===== config.mk =====
export PLATFORM = sky130hd
export DESIGN_NAME = lp_rx_err_monitor
export DESIGN_NICKNAME = d
export VERILOG_FILES = /design/src/rtl/lp_err_pkg.sv /design/src/rtl/lp_line_tracker.sv /design/src/rtl/lp_bit_tally.sv /design/src/rtl/lp_sticky_flag.sv /design/src/rtl/lp_lane_err_det.sv /design/src/rtl/lp_rx_err_monitor.sv
export SDC_FILE = /design/constraint.sdc
export NUM_CORES = 1
export LEC_CHECK = 0
export BUFFER_PORTS_ARGS = -buffer_cell sky130_fd_sc_hd__buf_2
export CORE_ASPECT_RATIO = 0.5
export CORE_UTILIZATION = 56
export CTS_CLUSTER_SIZE = 28
export DETAILED_ROUTE_END_ITERATION = 6
export PLACE_DENSITY = 0.79
export SKIP_LAST_GASP = 1
export SYNTH_ARGS = -nofsm -noshare
export SYNTH_HDL_FRONTEND = slang
export SYNTH_SLANG_ARGS = --single-unit

===== constraint.sdc =====
create_clock -name clk -period 1.94 [get_ports clk]
set_input_delay 0.388 -clock clk [delete_from_list [all_inputs] [get_ports clk]]
set_output_delay 0.388 -clock clk [all_outputs]
set_load 0.03 [all_outputs]

===== src/rtl/lp_err_pkg.sv =====
package lp_err_pkg;
  localparam logic [1:0] LS_STOP   = 2'b11;
  localparam logic [1:0] LS_BRIDGE = 2'b00;
  localparam logic [1:0] LS_HI_LO  = 2'b10;
  localparam logic [1:0] LS_LO_HI  = 2'b01;

  typedef enum logic [2:0] {
    TRK_STOP,
    TRK_ENTRY,
    TRK_BRIDGE,
    TRK_REQ,
    TRK_OTHER
  } trk_state_t;

  localparam int ERR_KINDS = 3;
  localparam int KIND_ESC  = 0;
  localparam int KIND_SYNC = 1;
  localparam int KIND_CTRL = 2;
endpackage


===== src/rtl/lp_line_tracker.sv =====
module lp_line_tracker
  import lp_err_pkg::*;
(
  input  logic       clk,
  input  logic       rst,
  input  logic [1:0] line_i,
  output logic       change_o,
  output logic       ctrl_hit_o
);
  logic [1:0] prev_q;
  trk_state_t st_q, st_d;

  assign change_o   = (line_i != prev_q);
  assign ctrl_hit_o = change_o && (st_q == TRK_REQ) && (line_i == LS_STOP);

  always_comb begin
    st_d = st_q;
    if (change_o) begin
      if (line_i == LS_STOP) begin
        st_d = TRK_STOP;
      end else begin
        unique case (st_q)
          TRK_STOP:   st_d = (line_i == LS_HI_LO)  ? TRK_ENTRY  : TRK_OTHER;
          TRK_ENTRY:  st_d = (line_i == LS_BRIDGE) ? TRK_BRIDGE : TRK_OTHER;
          TRK_BRIDGE: st_d = (line_i == LS_HI_LO || line_i == LS_LO_HI) ? TRK_REQ : TRK_OTHER;
          TRK_REQ:    st_d = TRK_OTHER;
          default:    st_d = TRK_OTHER;
        endcase
      end
    end
  end

  always_ff @(posedge clk) begin
    if (rst) begin
      prev_q <= LS_STOP;
      st_q   <= TRK_STOP;
    end else begin
      prev_q <= line_i;
      st_q   <= st_d;
    end
  end


  ctrl_hit_on_stop_chk: assert property (@(posedge clk) disable iff (rst)
    ctrl_hit_o |-> (line_i == LS_STOP && $past(line_i) != LS_STOP));


  prev_follows_line_chk: assert property (@(posedge clk) disable iff (rst)
    !$past(rst) |-> (change_o == (line_i != $past(line_i))));
endmodule


===== src/rtl/lp_bit_tally.sv =====
module lp_bit_tally #(
  parameter int BYTE_BITS = 8
) (
  input  logic clk,
  input  logic rst,
  input  logic bit_stb_i,
  input  logic end_i,
  output logic sync_hit_o
);
  localparam int CNT_W = (BYTE_BITS > 1) ? $clog2(BYTE_BITS) : 1;
  localparam logic [CNT_W-1:0] CNT_TOP = CNT_W'(BYTE_BITS - 1);

  logic [CNT_W-1:0] cnt_q;
  logic [CNT_W-1:0] cnt_inc;

  always_comb begin
    cnt_inc = cnt_q;
    if (bit_stb_i) cnt_inc = (cnt_q == CNT_TOP) ? '0 : cnt_q + 1'b1;
  end

  assign sync_hit_o = end_i && (cnt_inc != '0);

  always_ff @(posedge clk) begin
    if (rst)        cnt_q <= '0;
    else if (end_i) cnt_q <= '0;
    else            cnt_q <= cnt_inc;
  end


  tally_restart_chk: assert property (@(posedge clk) disable iff (rst)
    end_i |=> (cnt_q == '0));


  sync_needs_end_chk: assert property (@(posedge clk) disable iff (rst)
    sync_hit_o |-> end_i);


  idle_end_clean_chk: assert property (@(posedge clk) disable iff (rst)
    (end_i && !bit_stb_i && cnt_q == '0) |-> !sync_hit_o);
endmodule


===== src/rtl/lp_sticky_flag.sv =====
module lp_sticky_flag (
  input  logic clk,
  input  logic rst,
  input  logic set_i,
  input  logic clr_i,
  output logic flag_o
);
  always_ff @(posedge clk) begin
    if (rst)        flag_o <= 1'b0;
    else if (set_i) flag_o <= 1'b1;
    else if (clr_i) flag_o <= 1'b0;
  end


  set_wins_chk: assert property (@(posedge clk) disable iff (rst)
    set_i |=> flag_o);


  clear_on_change_chk: assert property (@(posedge clk) disable iff (rst)
    (clr_i && !set_i) |=> !flag_o);


  hold_when_quiet_chk: assert property (@(posedge clk) disable iff (rst)
    (!clr_i && !set_i && !$past(rst)) |=> $stable(flag_o));
endmodule


===== src/rtl/lp_lane_err_det.sv =====
module lp_lane_err_det
  import lp_err_pkg::*;
#(
  parameter int BYTE_BITS = 8
) (
  input  logic                 clk,
  input  logic                 rst,
  input  logic [1:0]           line_i,
  input  logic                 esc_valid_i,
  input  logic                 esc_known_i,
  input  logic                 bit_stb_i,
  input  logic                 end_i,
  output logic [ERR_KINDS-1:0] err_o
);
  logic change;
  logic ctrl_hit;
  logic sync_hit;
  logic esc_hit;
  logic [ERR_KINDS-1:0] hits;

  lp_line_tracker u_trk (
    .clk(clk), .rst(rst), .line_i(line_i),
    .change_o(change), .ctrl_hit_o(ctrl_hit)
  );

  lp_bit_tally #(.BYTE_BITS(BYTE_BITS)) u_tally (
    .clk(clk), .rst(rst), .bit_stb_i(bit_stb_i), .end_i(end_i),
    .sync_hit_o(sync_hit)
  );

  assign esc_hit = esc_valid_i && !esc_known_i;

  always_comb begin
    hits            = '0;
    hits[KIND_ESC]  = esc_hit;
    hits[KIND_SYNC] = sync_hit;
    hits[KIND_CTRL] = ctrl_hit;
  end

  for (genvar k = 0; k < ERR_KINDS; k++) begin : g_flag
    lp_sticky_flag u_flag (
      .clk(clk), .rst(rst), .set_i(hits[k]), .clr_i(change), .flag_o(err_o[k])
    );
  end


  known_esc_quiet_chk: assert property (@(posedge clk) disable iff (rst)
    (esc_valid_i && esc_known_i && !err_o[KIND_ESC]) |=> !err_o[KIND_ESC]);
endmodule


===== src/rtl/lp_rx_err_monitor.sv =====
module lp_rx_err_monitor
  import lp_err_pkg::*;
#(
  parameter int NUM_LANES = 3,
  parameter int BYTE_BITS = 8
) (
  input  logic                   clk,
  input  logic                   rst,
  input  logic [2*NUM_LANES-1:0] line_state,
  input  logic [NUM_LANES-1:0]   esc_cmd_valid,
  input  logic [NUM_LANES-1:0]   esc_cmd_known,
  input  logic [NUM_LANES-1:0]   lpdt_bit_stb,
  input  logic [NUM_LANES-1:0]   lpdt_end,
  output logic [NUM_LANES-1:0]   err_esc,
  output logic [NUM_LANES-1:0]   err_sync,
  output logic [NUM_LANES-1:0]   err_ctrl
);
  for (genvar i = 0; i < NUM_LANES; i++) begin : g_lane
    logic [ERR_KINDS-1:0] lane_err;

    lp_lane_err_det #(.BYTE_BITS(BYTE_BITS)) u_det (
      .clk(clk), .rst(rst),
      .line_i(line_state[2*i+1 -: 2]),
      .esc_valid_i(esc_cmd_valid[i]), .esc_known_i(esc_cmd_known[i]),
      .bit_stb_i(lpdt_bit_stb[i]), .end_i(lpdt_end[i]),
      .err_o(lane_err)
    );

    assign err_esc[i]  = lane_err[KIND_ESC];
    assign err_sync[i] = lane_err[KIND_SYNC];
    assign err_ctrl[i] = lane_err[KIND_CTRL];
  end


  reset_clears_chk: assert property (@(posedge clk)
    rst |=> (err_esc == '0 && err_sync == '0 && err_ctrl == '0));


  esc_raise_chk: assert property (@(posedge clk) disable iff (rst)
    (esc_cmd_valid[0] && !esc_cmd_known[0]) |=> err_esc[0]);
endmodule


Word level (Yosys, flattened, before mapping)

Cells that the tools add are included.

Flip-flop bits (word level): 33
Latch bits: 0
Bits in writable memories: 0
ROM bits: 0
Output and inout port bits: 9
Word-level logic and storage cells: 117
Memories kept: 0

Add/subtract/negate cells: 3
Multipliers: 0
Div/mod/pow operators: 0
$lt $le $gt $ge: 0
Equal/unequal tests: 24
Shifts and indexed selects: 0
Muxes and demuxes: 33
Bitwise operators: 0
Reductions and logical operators: 39

Operators with widths:

| cell                                                | number |
|---|---|
| 2-to-1 mux 3 bit                                    | 18 |
| case mux 3 bit (3 select lines)                     | 3 |
| equality test 3 x 2 -> 1 bit, second input constant | 6 |
| nonzero test 2 bit                                  | 9 |
| equality test 2 bit, second input constant          | 6 |
| logical AND 1 bit                                   | 12 |
| 2-to-1 mux 1 bit                                    | 12 |
| adder 3 x 1 -> 3 bit, second input constant         | 3 |
| equality test 3 x 1 -> 1 bit, second input constant | 3 |
| equality test 3 bit, second input constant          | 3 |
| zero test 3 bit                                     | 3 |
| nonzero test 3 bit                                  | 3 |
| equality test 2 x 1 -> 1 bit, second input constant | 3 |
| zero test 2 bit                                     | 3 |
| inequality test 2 bit                               | 3 |
| OR reduction 2 bit                                  | 3 |
| zero test 1 bit                                     | 3 |
| logical OR 1 bit                                    | 3 |

Depth between registers and ports, before layout

Gate-level depths: netlist of run 1.

Word-level depth: 6
Depth in mapped cells: 5
Depth with buffers taken out: 5

Modules after synthesis

From an unflattened synthesis of run 1, not the netlist that was laid out.

Cells, all modules: 192
Area, all modules: 1839.3 um2

By module, submodules not included:

| module          | instances | cells an instance | area an instance (um2) |
|---|---|---|---|
| lp_line_tracker | 3         | 35                | 315.3 |
| lp_bit_tally    | 3         | 16                | 167.7 |
| lp_sticky_flag  | 9         | 4                 | 38.8 |
| lp_lane_err_det | 3         | 1                 | 13.8 |

Worst setup path before layout of run 1

OpenSTA, ideal clock, no wires.

Path type: register to register
Start point: reg g_lane[2].u_det.u_tally.cnt_q[0]
End point: reg g_lane[2].u_det.g_flag[1].u_flag.flag_o
Setup time: 0.121 ns
Arrival: 1.456 ns
Data required time: 1.819 ns
Slack: 0.362 ns
Stages on the path, launching flop included: 6
Buffers on the path: 0
Period minus slack after synthesis: 1.578 ns
Cells stage by stage: dfxtp_1 -> ha_1 -> ha_1 -> or3b_1 -> a221oi_2 -> o21ai_1

Word-level cells in the longest chain between the ends: 6
Elaborated cells on any way between the ends: 8
Those cells by class: add/sub: 1; eq/ne: 1; mux: 3; reduce/logical: 3

Ends and longest elaborated chain:

| what                                                               | line                 | text |
|---|---|---|
| start, declared                                                    | lp_bit_tally.sv:13   | `logic [CNT_W-1:0] cnt_q;` |
| start signal, assigned                                             | lp_bit_tally.sv:26   | `else cnt_q <= cnt_inc;` |
| adder 3 x 1 -> 3 bit / equality test 3 bit (equally long branches) | lp_bit_tally.sv:18   | `if (bit_stb_i) cnt_inc = (cnt_q == CNT_TOP) ? '0 : cnt_q + 1'b1;` |
| 2-to-1 mux 3 bit                                                   | lp_bit_tally.sv:18   |  |
| 2-to-1 mux 3 bit (*)                                               | lp_bit_tally.sv:18   |  |
| nonzero test 3 bit (*)                                             | lp_bit_tally.sv:21   | `assign sync_hit_o = end_i && (cnt_inc != '0);` |
| logical AND 1 bit (*)                                              | lp_bit_tally.sv:21   |  |
| 2-to-1 mux 1 bit / nonzero test 2 bit (equally long branches)      | -                    |  |
| end signal, assigned                                               | lp_sticky_flag.sv:9  | `if (rst) flag_o <= 1'b0;` |
| end signal, assigned                                               | lp_sticky_flag.sv:10 | `else if (set_i) flag_o <= 1'b1;` |
| end signal, assigned                                               | lp_sticky_flag.sv:11 | `else if (clr_i) flag_o <= 1'b0;` |
| end, declared                                                      | lp_sticky_flag.sv:6  | `output logic flag_o` |

Mark *: on every way between the ends. The rest lies on a longest branch, timed or not.
A chain may end at the register's enable or synchronous reset.

Worst setup path in the final report of run 1

Ends and elaborated chain as after synthesis.

==> results of run 1 <==
==> state kept, by name, indices dropped and copies added, names as in the netlist <==
register and cells:
g_lane.u_det.u_trk.st_q 9, g_lane.u_det.u_trk.prev_q 6, g_lane.u_det.u_tally.cnt_q 9, g_lane.u_det.g_flag.u_flag.flag_o 9
==> logic make-up (layout without fill, tap and decap cells) <==
| group | after synthesis | count (layout) |
|---|---|---|
| multiplexers | 10 | 10 |
| flip-flops | 33 | 33 |
| buffers and inverters | 29 | 54 |
| XOR/XNOR | 12 | 12 |
| adder cells (fa/ha/maj) | 15 | 15 |
| AO/OA/AOI/OAI | 38 | 38 |
| AND/OR/NAND/NOR | 55 | 55 |
==> stage by stage <==
step / hold slack (ns) / cells / setup slack (ns) / instance area [µm²]
after CTS: 0.303 / 257 / 0.245 / 2060
after global placement: 0.447 / 249 / 0.313 / 1960
after detailed placement: 0.451 / 249 / 0.271 / 1960
final: 0.305 / 257 / 0.241 / 2060
after global routing: 0.307 / 257 / 0.148 / 2060
after floorplan: 0.440 / 192 / 0.362 / 1840
==> Yosys cell counts <==
cell type / n
a211oi_1: 1
o41ai_1: 2
a32o_1: 1
nand4_1: 3
dfxtp_1: 33
ha_1: 15
nor3_1: 12
nand3_1: 4
nand2_1: 13
inv_2: 1
and3b_1: 6
or3b_1: 2
buf_4: 9
xnor2_1: 6
nor3b_1: 3
mux2_2: 2
or3_1: 2
o21ai_0: 3
o22ai_1: 1
nor3b_2: 2
a32oi_1: 3
a21oi_1: 6
o31ai_1: 2
a22o_1: 2
nor2_1: 5
xor2_1: 6
o2111ai_1: 2
o41a_1: 1
buf_1: 2
o41ai_2: 2
buf_2: 2
clkbuf_1: 1
mux2i_1: 8
and4b_1: 3
o221ai_1: 3
a41oi_1: 3
a221oi_2: 2
o21ai_1: 4
inv_1: 14
==> cell type report <==
class	count	area [µm²]	area share, %
sequential	33	661	32.0
timing repair buffer	31	163	7.89
inverter	15	56.3	2.73
multi-input combinational	130	1030	50.0
tap	40	50.0	2.43
clock inverter	1	5.00	0.243
clock buffer	7	96.3	4.67
==> final timing paths <==
check / startpoint / endpoint / slack [ns] / cells after the start
setup / recovery: g_lane[2].u_det.u_tally.cnt_q[0] / g_lane[2].u_det.g_flag[1].u_flag.flag_o / 0.24 / 5
hold / removal: lpdt_end[2] / g_lane[2].u_det.u_tally.cnt_q[2] / 0.30 / 2
setup reg to reg: g_lane[2].u_det.u_tally.cnt_q[0] / g_lane[2].u_det.g_flag[1].u_flag.flag_o / 0.24 / 5
hold reg to reg: g_lane[0].u_det.g_flag[1].u_flag.flag_o / g_lane[0].u_det.g_flag[1].u_flag.flag_o / 0.46 / 2
==> report_power, final <==
part           switching (mW)  leakage (nW)  internal, mW
registers              0.0263         0.270         0.710
logic                   0.145         0.634         0.103
clock network           0.257        0.0542         0.320
total                   0.429         0.959          1.13
==> metal layers <==
| layer | global-route usage, % | part of all wire [%] | up-vias |
|---|---|---|---|
| li1 | - | - | 743 |
| met1 | 25.2 | 46 | 674 |
| met2 | 39.7 | 47 | 39 |
| met3 | 6.50 | 5.2 | 4 |
| met4 | 8.62 | 1.1 | 0 |
| met5 | 0 | 0 | - |
==> metrics.txt, run 1 <==
# TYPE chip_impl_metric gauge
chip_impl_metric{name="fp-row-count",unit=""} 14
chip_impl_metric{name="number_of_buffers_added_by_the_clock_tree_synthesis_step",unit=""} 5
chip_impl_metric{name="floorplan.die.height",unit="µm"} 42.5
chip_impl_metric{name="worst_clock_skew",unit="ns"} 0.00722
chip_impl_metric{name="clock_h_tree_levels",unit=""} 2
chip_impl_metric{name="period_minus_slack",unit="ns"} 1.70
chip_impl_info{name="setup_repair_after_global_routing_missed_its_margin",value="false"} 1
chip_impl_info{name="synthDominantAreaCellType",value="dfxtp_1"} 1
chip_impl_metric{name="netlist_area",unit="µm²"} 1840
chip_impl_metric{name="globalRouteTotalUtil",unit="%"} 22.1
chip_impl_metric{name="synth_adder_area_share",unit="%"} 10.2
chip_impl_metric{name="antenna_found_initial",unit=""} 0
chip_impl_metric{name="cts_hold_buf",unit=""} 0
chip_impl_metric{name="post-layout-total-power",unit="mW"} 1.56
chip_impl_info{name="min_path_type",value="in -> reg"} 1
chip_impl_info{name="crit_path_class",value="reg -> reg"} 1
chip_impl_metric{name="place.port_buffers",unit=""} 28
chip_impl_metric{name="worst-endpoint-required",unit="ns"} 2.12
chip_impl_metric{name="post_synthesis_cell_count",unit=""} 192
chip_impl_metric{name="grt_overflow",unit=""} 0
chip_impl_metric{name="synth_xor_area_share",unit="%"} 5.72
chip_impl_metric{name="synth_warnings",unit=""} 0
chip_impl_metric{name="cts.sink_count",unit=""} 33
chip_impl_metric{name="start_util",unit="%"} 59.9
chip_impl_info{name="cts_tree",value="yes"} 1
chip_impl_metric{name="post_cts_buffers",unit=""} 0
chip_impl_metric{name="maxCapViolations",unit=""} 0
chip_impl_metric{name="syn_avg_cell_area",unit="µm²"} 9.57
chip_impl_info{name="synthTopCellsByArea",value="dfxtp_1, ha_1, mux2i_1, buf_4, nor3_1"} 1
chip_impl_metric{name="drt-initial-drc-count",unit=""} 52
chip_impl_metric{name="insertion_delay",unit="ns"} 0.30
chip_impl_metric{name="dieWidth",unit="µm"} 83.0
chip_impl_metric{name="worst_slew_margin_rel",unit="%"} 64.9
chip_impl_metric{name="remaining_drc_errors",unit=""} 0
chip_impl_metric{name="critical_path_arrival",unit="ns"} 1.88
chip_impl_metric{name="vias_per_cell",unit=""} 5.68
chip_impl_metric{name="synth_fp_nets",unit=""} 227
chip_impl_metric{name="grt_pass1_wl",unit="µm"} 6170
chip_impl_metric{name="postLayoutCoreUtil",unit="%"} 67.3
chip_impl_metric{name="final.fill_count",unit=""} 241
chip_impl_metric{name="peak_supply_drop",unit="mV"} 0.454
chip_impl_info{name="layout.cells.most_common_list",value="dfxtp_1, buf_2, ha_1"} 1
chip_impl_info{name="root_buffer",value="clkbuf_8"} 1
chip_impl_metric{name="count_of_buffering_cells_on_the_critical_path_with_inverters_included",unit=""} 0
chip_impl_metric{name="fin_tns_setup",unit="ns"} 0
chip_impl_metric{name="number_of_vias_in_the_routed_layout",unit=""} 1460
chip_impl_metric{name="clk_pin_slew",unit="ns"} 0.07
chip_impl_metric{name="ys_seq_area_share",unit="%"} 36.0
chip_impl_metric{name="clock_path_buffers",unit=""} 2
chip_impl_metric{name="timing.fmax",unit="MHz"} 589
chip_impl_info{name="dominant_combinational_cell_family_by_area_after_synthesis",value="simple AND/OR/NAND/NOR gates"} 1
chip_impl_metric{name="core-area",unit="µm²"} 3070
chip_impl_metric{name="dp_hpwl",unit="µm"} 2530
chip_impl_metric{name="timing.final.crit_share",unit="%"} 87.6
chip_impl_metric{name="insertedDiodeCount",unit=""} 0
chip_impl_metric{name="antenna_violating_nets_post_route",unit=""} 0
chip_impl_metric{name="finalWirelength",unit="µm"} 3590
chip_impl_metric{name="synth-compound-area-share",unit="%"} 16.8
chip_impl_metric{name="muxShareOfSynthArea",unit="%"} 5.59
chip_impl_metric{name="io-pin-count",unit=""} 29
chip_impl_metric{name="finalHoldViolations",unit=""} 0
chip_impl_info{name="slowest_stage",value="or3b_1"} 1
chip_impl_metric{name="worst-path-max-fanout",unit=""} 4
chip_impl_metric{name="drt-wirelength-per-cell",unit="µm"} 13.9
chip_impl_info{name="crit_family",value="adder cells"} 1
chip_impl_metric{name="area_growth_syn_to_layout",unit="%"} 12.3
chip_impl_metric{name="area_of_the_die",unit="µm²"} 3530
chip_impl_metric{name="maximum_number_of_pins_on_one_net_before_global_route_repair",unit=""} 18
chip_impl_metric{name="pwr_density_cell",unit="nW/µm²"} 758
chip_impl_metric{name="synth_top_area_share",unit="%"} 36.0
chip_impl_info{name="layout.cells.most_common",value="dfxtp_1"} 1
chip_impl_metric{name="finalMaxSlewViolations",unit=""} 0
chip_impl_metric{name="max_slew.worst_pin.slew",unit="ns"} 0.523
chip_impl_info{name="crit_chain",value="ha_1 > ha_1 > or3b_1 > a221oi_2 > o21ai_1"} 1
chip_impl_metric{name="max_stage_delay",unit="ns"} 0.39
chip_impl_info{name="status",value="complete, no violations"} 1
chip_impl_metric{name="yosysUniqueCellTypes",unit=""} 39
chip_impl_metric{name="grt_pass1_vias",unit=""} 1425
chip_impl_metric{name="synth_simple_gate_area_share",unit="%"} 17.8
chip_impl_metric{name="synth_seq_cells",unit=""} 33
chip_impl_metric{name="power.static_leakage",unit="nW"} 0.959
chip_impl_metric{name="setup_viol",unit=""} 0
chip_impl_metric{name="detailedRoute.firstPassIterationCount",unit=""} 4
chip_impl_info{name="crit_path_frequent_cell",value="ha_1"} 1
chip_impl_info{name="start_kind",value="flip-flop"} 1
chip_impl_metric{name="fraction_of_final_layout_cells_sized_beyond_drive_strength_1",unit="%"} 22.1
chip_impl_metric{name="final_nets",unit=""} 251
chip_impl_metric{name="gp_routability_congestion",unit=""} 0.870
chip_impl_metric{name="post_cts_resized",unit=""} 0
chip_impl_info{name="setup.worst_path.end_class",value="flip-flop"} 1
Power figures use the tool's default switching activity.
==> inputs of run 2 (changes only) <==
==> constraint.sdc (replaced) <==
create_clock -name clk -period 1.78 [get_ports clk]
set_input_delay 0.356 -clock clk [delete_from_list [all_inputs] [get_ports clk]]
set_output_delay 0.356 -clock clk [all_outputs]
set_load 0.03 [all_outputs]
==> metrics.txt, run 2 (synthesis results as in run 1) <==
# TYPE chip_impl_metric gauge
chip_impl_info{name="start_kind",value="flip-flop"} 1
chip_impl_metric{name="start_util",unit="%"} 59.9
chip_impl_info{name="layout.cells.most_common",value="dfxtp_1"} 1
chip_impl_metric{name="fin_tns_setup",unit="ns"} 0
chip_impl_metric{name="maxCapViolations",unit=""} 0
chip_impl_metric{name="worst-endpoint-required",unit="ns"} 1.94
chip_impl_info{name="crit_path_class",value="reg -> reg"} 1
chip_impl_metric{name="gp_routability_congestion",unit=""} 0.836
chip_impl_metric{name="clock_h_tree_levels",unit=""} 2
chip_impl_metric{name="critical_path_arrival",unit="ns"} 1.82
chip_impl_metric{name="fraction_of_final_layout_cells_sized_beyond_drive_strength_1",unit="%"} 21.3
chip_impl_metric{name="peak_supply_drop",unit="mV"} 0.389
chip_impl_metric{name="detailedRoute.firstPassIterationCount",unit=""} 4
chip_impl_metric{name="antenna_violating_nets_post_route",unit=""} 0
chip_impl_metric{name="drt-initial-drc-count",unit=""} 63
chip_impl_metric{name="worst-path-max-fanout",unit=""} 4
chip_impl_metric{name="area_of_the_die",unit="µm²"} 3530
chip_impl_metric{name="antenna_found_initial",unit=""} 0
chip_impl_metric{name="grt_pass1_vias",unit=""} 1425
chip_impl_info{name="timing.rr.end",value="g_lane[2].u_det.g_flag[1].u_flag.flag_o"} 1
chip_impl_info{name="setup.worst_path.end_class",value="flip-flop"} 1
chip_impl_metric{name="core-area",unit="µm²"} 3070
chip_impl_info{name="status",value="complete, no violations"} 1
chip_impl_metric{name="finalMaxSlewViolations",unit=""} 0
chip_impl_metric{name="max_slew.worst_pin.slew",unit="ns"} 0.542
chip_impl_metric{name="vias_per_cell",unit=""} 5.73
chip_impl_metric{name="power.switching",unit="mW"} 0.428
chip_impl_metric{name="multi_input_comb_area",unit="µm²"} 1030
chip_impl_info{name="worst_setup_path_startpoint",value="g_lane[2].u_det.u_tally.cnt_q[0]"} 1
chip_impl_metric{name="timing.fmax",unit="MHz"} 605
chip_impl_metric{name="seqCellArea",unit="µm²"} 661
chip_impl_metric{name="io-pin-count",unit=""} 29
chip_impl_metric{name="dieWidth",unit="µm"} 83.0
chip_impl_metric{name="area_growth_syn_to_layout",unit="%"} 11.4
chip_impl_metric{name="remaining_drc_errors",unit=""} 0
chip_impl_metric{name="floorplan.die.height",unit="µm"} 42.5
chip_impl_metric{name="grt_overflow",unit=""} 0
chip_impl_metric{name="insertedDiodeCount",unit=""} 0
chip_impl_metric{name="reg2reg_setup_slack",unit="ns"} 0.13
chip_impl_info{name="min_path_type",value="in -> reg"} 1
chip_impl_metric{name="insertion_delay",unit="ns"} 0.28
chip_impl_metric{name="globalRouteTotalUtil",unit="%"} 21.0
chip_impl_metric{name="place.port_buffers",unit=""} 28
chip_impl_metric{name="fp-row-count",unit=""} 14
chip_impl_info{name="root_buffer",value="clkbuf_8"} 1
chip_impl_metric{name="number_of_buffers_added_by_the_clock_tree_synthesis_step",unit=""} 5
chip_impl_metric{name="drt-wirelength-per-cell",unit="µm"} 13.1
chip_impl_metric{name="worst_r2r_path_depth",unit=""} 5
chip_impl_metric{name="post_cts_resized",unit=""} 0
chip_impl_metric{name="clock_path_buffers",unit=""} 2
chip_impl_metric{name="grt_pass1_wl",unit="µm"} 5870
chip_impl_metric{name="cts_hold_buf",unit=""} 0
chip_impl_metric{name="worst_slack",unit="ns"} 0.128
chip_impl_metric{name="period_minus_slack",unit="ns"} 1.65
chip_impl_info{name="timing.critical_path.to",value="g_lane[2].u_det.g_flag[1].u_flag.flag_o"} 1
chip_impl_metric{name="power.static_leakage",unit="nW"} 0.949
chip_impl_metric{name="timing.final.crit_share",unit="%"} 92.8
chip_impl_metric{name="maximum_number_of_pins_on_one_net_before_global_route_repair",unit=""} 19
chip_impl_metric{name="seqPwrFrac",unit="%"} 49.5
chip_impl_info{name="r2r_start",value="g_lane[2].u_det.u_tally.cnt_q[0]"} 1
chip_impl_metric{name="place_ws",unit="ns"} 0.139
chip_impl_info{name="cts_tree",value="yes"} 1
chip_impl_metric{name="worst_clock_skew",unit="ns"} 0.00721
chip_impl_metric{name="dp_hpwl",unit="µm"} 2560
chip_impl_metric{name="final.fill_count",unit=""} 258
chip_impl_info{name="setup_repair_after_global_routing_missed_its_margin",value="false"} 1
chip_impl_metric{name="clk_pin_slew",unit="ns"} 0.06
chip_impl_metric{name="internal-power",unit="mW"} 1.19
chip_impl_metric{name="final_nets",unit=""} 251
chip_impl_metric{name="number_of_vias_in_the_routed_layout",unit=""} 1468
chip_impl_metric{name="clkPwrFrac",unit="%"} 33.9
chip_impl_metric{name="switching_share",unit="%"} 26.4
chip_impl_metric{name="power.combinational.fraction",unit="%"} 16.6
chip_impl_metric{name="finalWirelength",unit="µm"} 3360
chip_impl_info{name="layout.cells.most_common_list",value="dfxtp_1, buf_2, ha_1"} 1
chip_impl_metric{name="finalHoldViolations",unit=""} 0
chip_impl_metric{name="cts.sink_count",unit=""} 33
chip_impl_metric{name="post_cts_buffers",unit=""} 0
chip_impl_info{name="largest_registers",value="g_lane.u_det.g_flag.u_flag.flag_o x9, g_lane.u_det.u_tally.cnt_q x9, g_lane.u_det.u_trk.st_q x9"} 1
chip_impl_metric{name="worst_slew_margin_rel",unit="%"} 63.6
chip_impl_metric{name="setup_viol",unit=""} 0
chip_impl_metric{name="pwr_density_cell",unit="nW/µm²"} 791
run 2: changes by cell type in the layout (fill, tap and decap cells not counted), sizes merged:
cell | previous run | this run
clkinv | 1 | 0
run 2: cell type report:
type	instances	area share, %
inverter	15	2.75
clock buffer	7	4.22
multi-input combinational	130	50.4
sequential	33	32.3
tap	40	2.44
timing repair buffer	31	7.95
run 2: stage by stage:
stage	std cells	hold WS, ns	power (mW)	utilization [%]	cell area [µm²]
after floorplan	192	0.435	1.01	-	1840
final	256	0.294	1.62	66.8	2050
after CTS	256	0.284	1.64	66.8	2050
after global placement	249	0.447	1.07	64.0	1960
after detailed placement	249	0.450	1.08	64.0	1960
after global routing	256	0.291	1.71	66.8	2050
run 2: critical path, stage by stage (launching register included):
cell,delay (ns)
dfxtp_1,0.35
ha_1,0.21
ha_1,0.31
or3b_1,0.37
a221oi_2,0.22
o21ai_1,0.09
run 2: routing by layer:
layer / vias to the layer above / share of wire (%) / track usage (%)
met5: - / 0 / 0
met4: 0 / 0.74 / 8.28
met3: 4 / 4.6 / 7.48
met2: 29 / 47 / 36.1
met1: 691 / 47 / 24.2
li1: 744 / - / -
run 2: how the worst min path moves through the flow:
stage,cells after the start,start,end
3_3_place_gp,2,g_lane[0].u_det.g_flag[1].u_flag.flag_o,g_lane[0].u_det.g_flag[1].u_flag.flag_o
6_report,2,lpdt_end[2],g_lane[2].u_det.u_tally.cnt_q[1]
3_5_place_dp,2,g_lane[0].u_det.g_flag[1].u_flag.flag_o,g_lane[0].u_det.g_flag[1].u_flag.flag_o
5_1_grt,2,lpdt_end[1],g_lane[1].u_det.u_tally.cnt_q[0]
2_1_floorplan,1,lpdt_end[0],g_lane[0].u_det.u_tally.cnt_q[0]
4_1_cts,2,lpdt_end[2],g_lane[2].u_det.u_tally.cnt_q[0]
run 2: power by group through the flow:
stage / clock (mW) / sequential (mW) / combinational [mW]
after floorplan: 0 / 0.811 / 0.194
after global placement: 0 / 0.815 / 0.259
after detailed placement: 0 / 0.818 / 0.267
after CTS: 0.571 / 0.801 / 0.267
after global routing: 0.603 / 0.806 / 0.296
final: 0.549 / 0.802 / 0.270
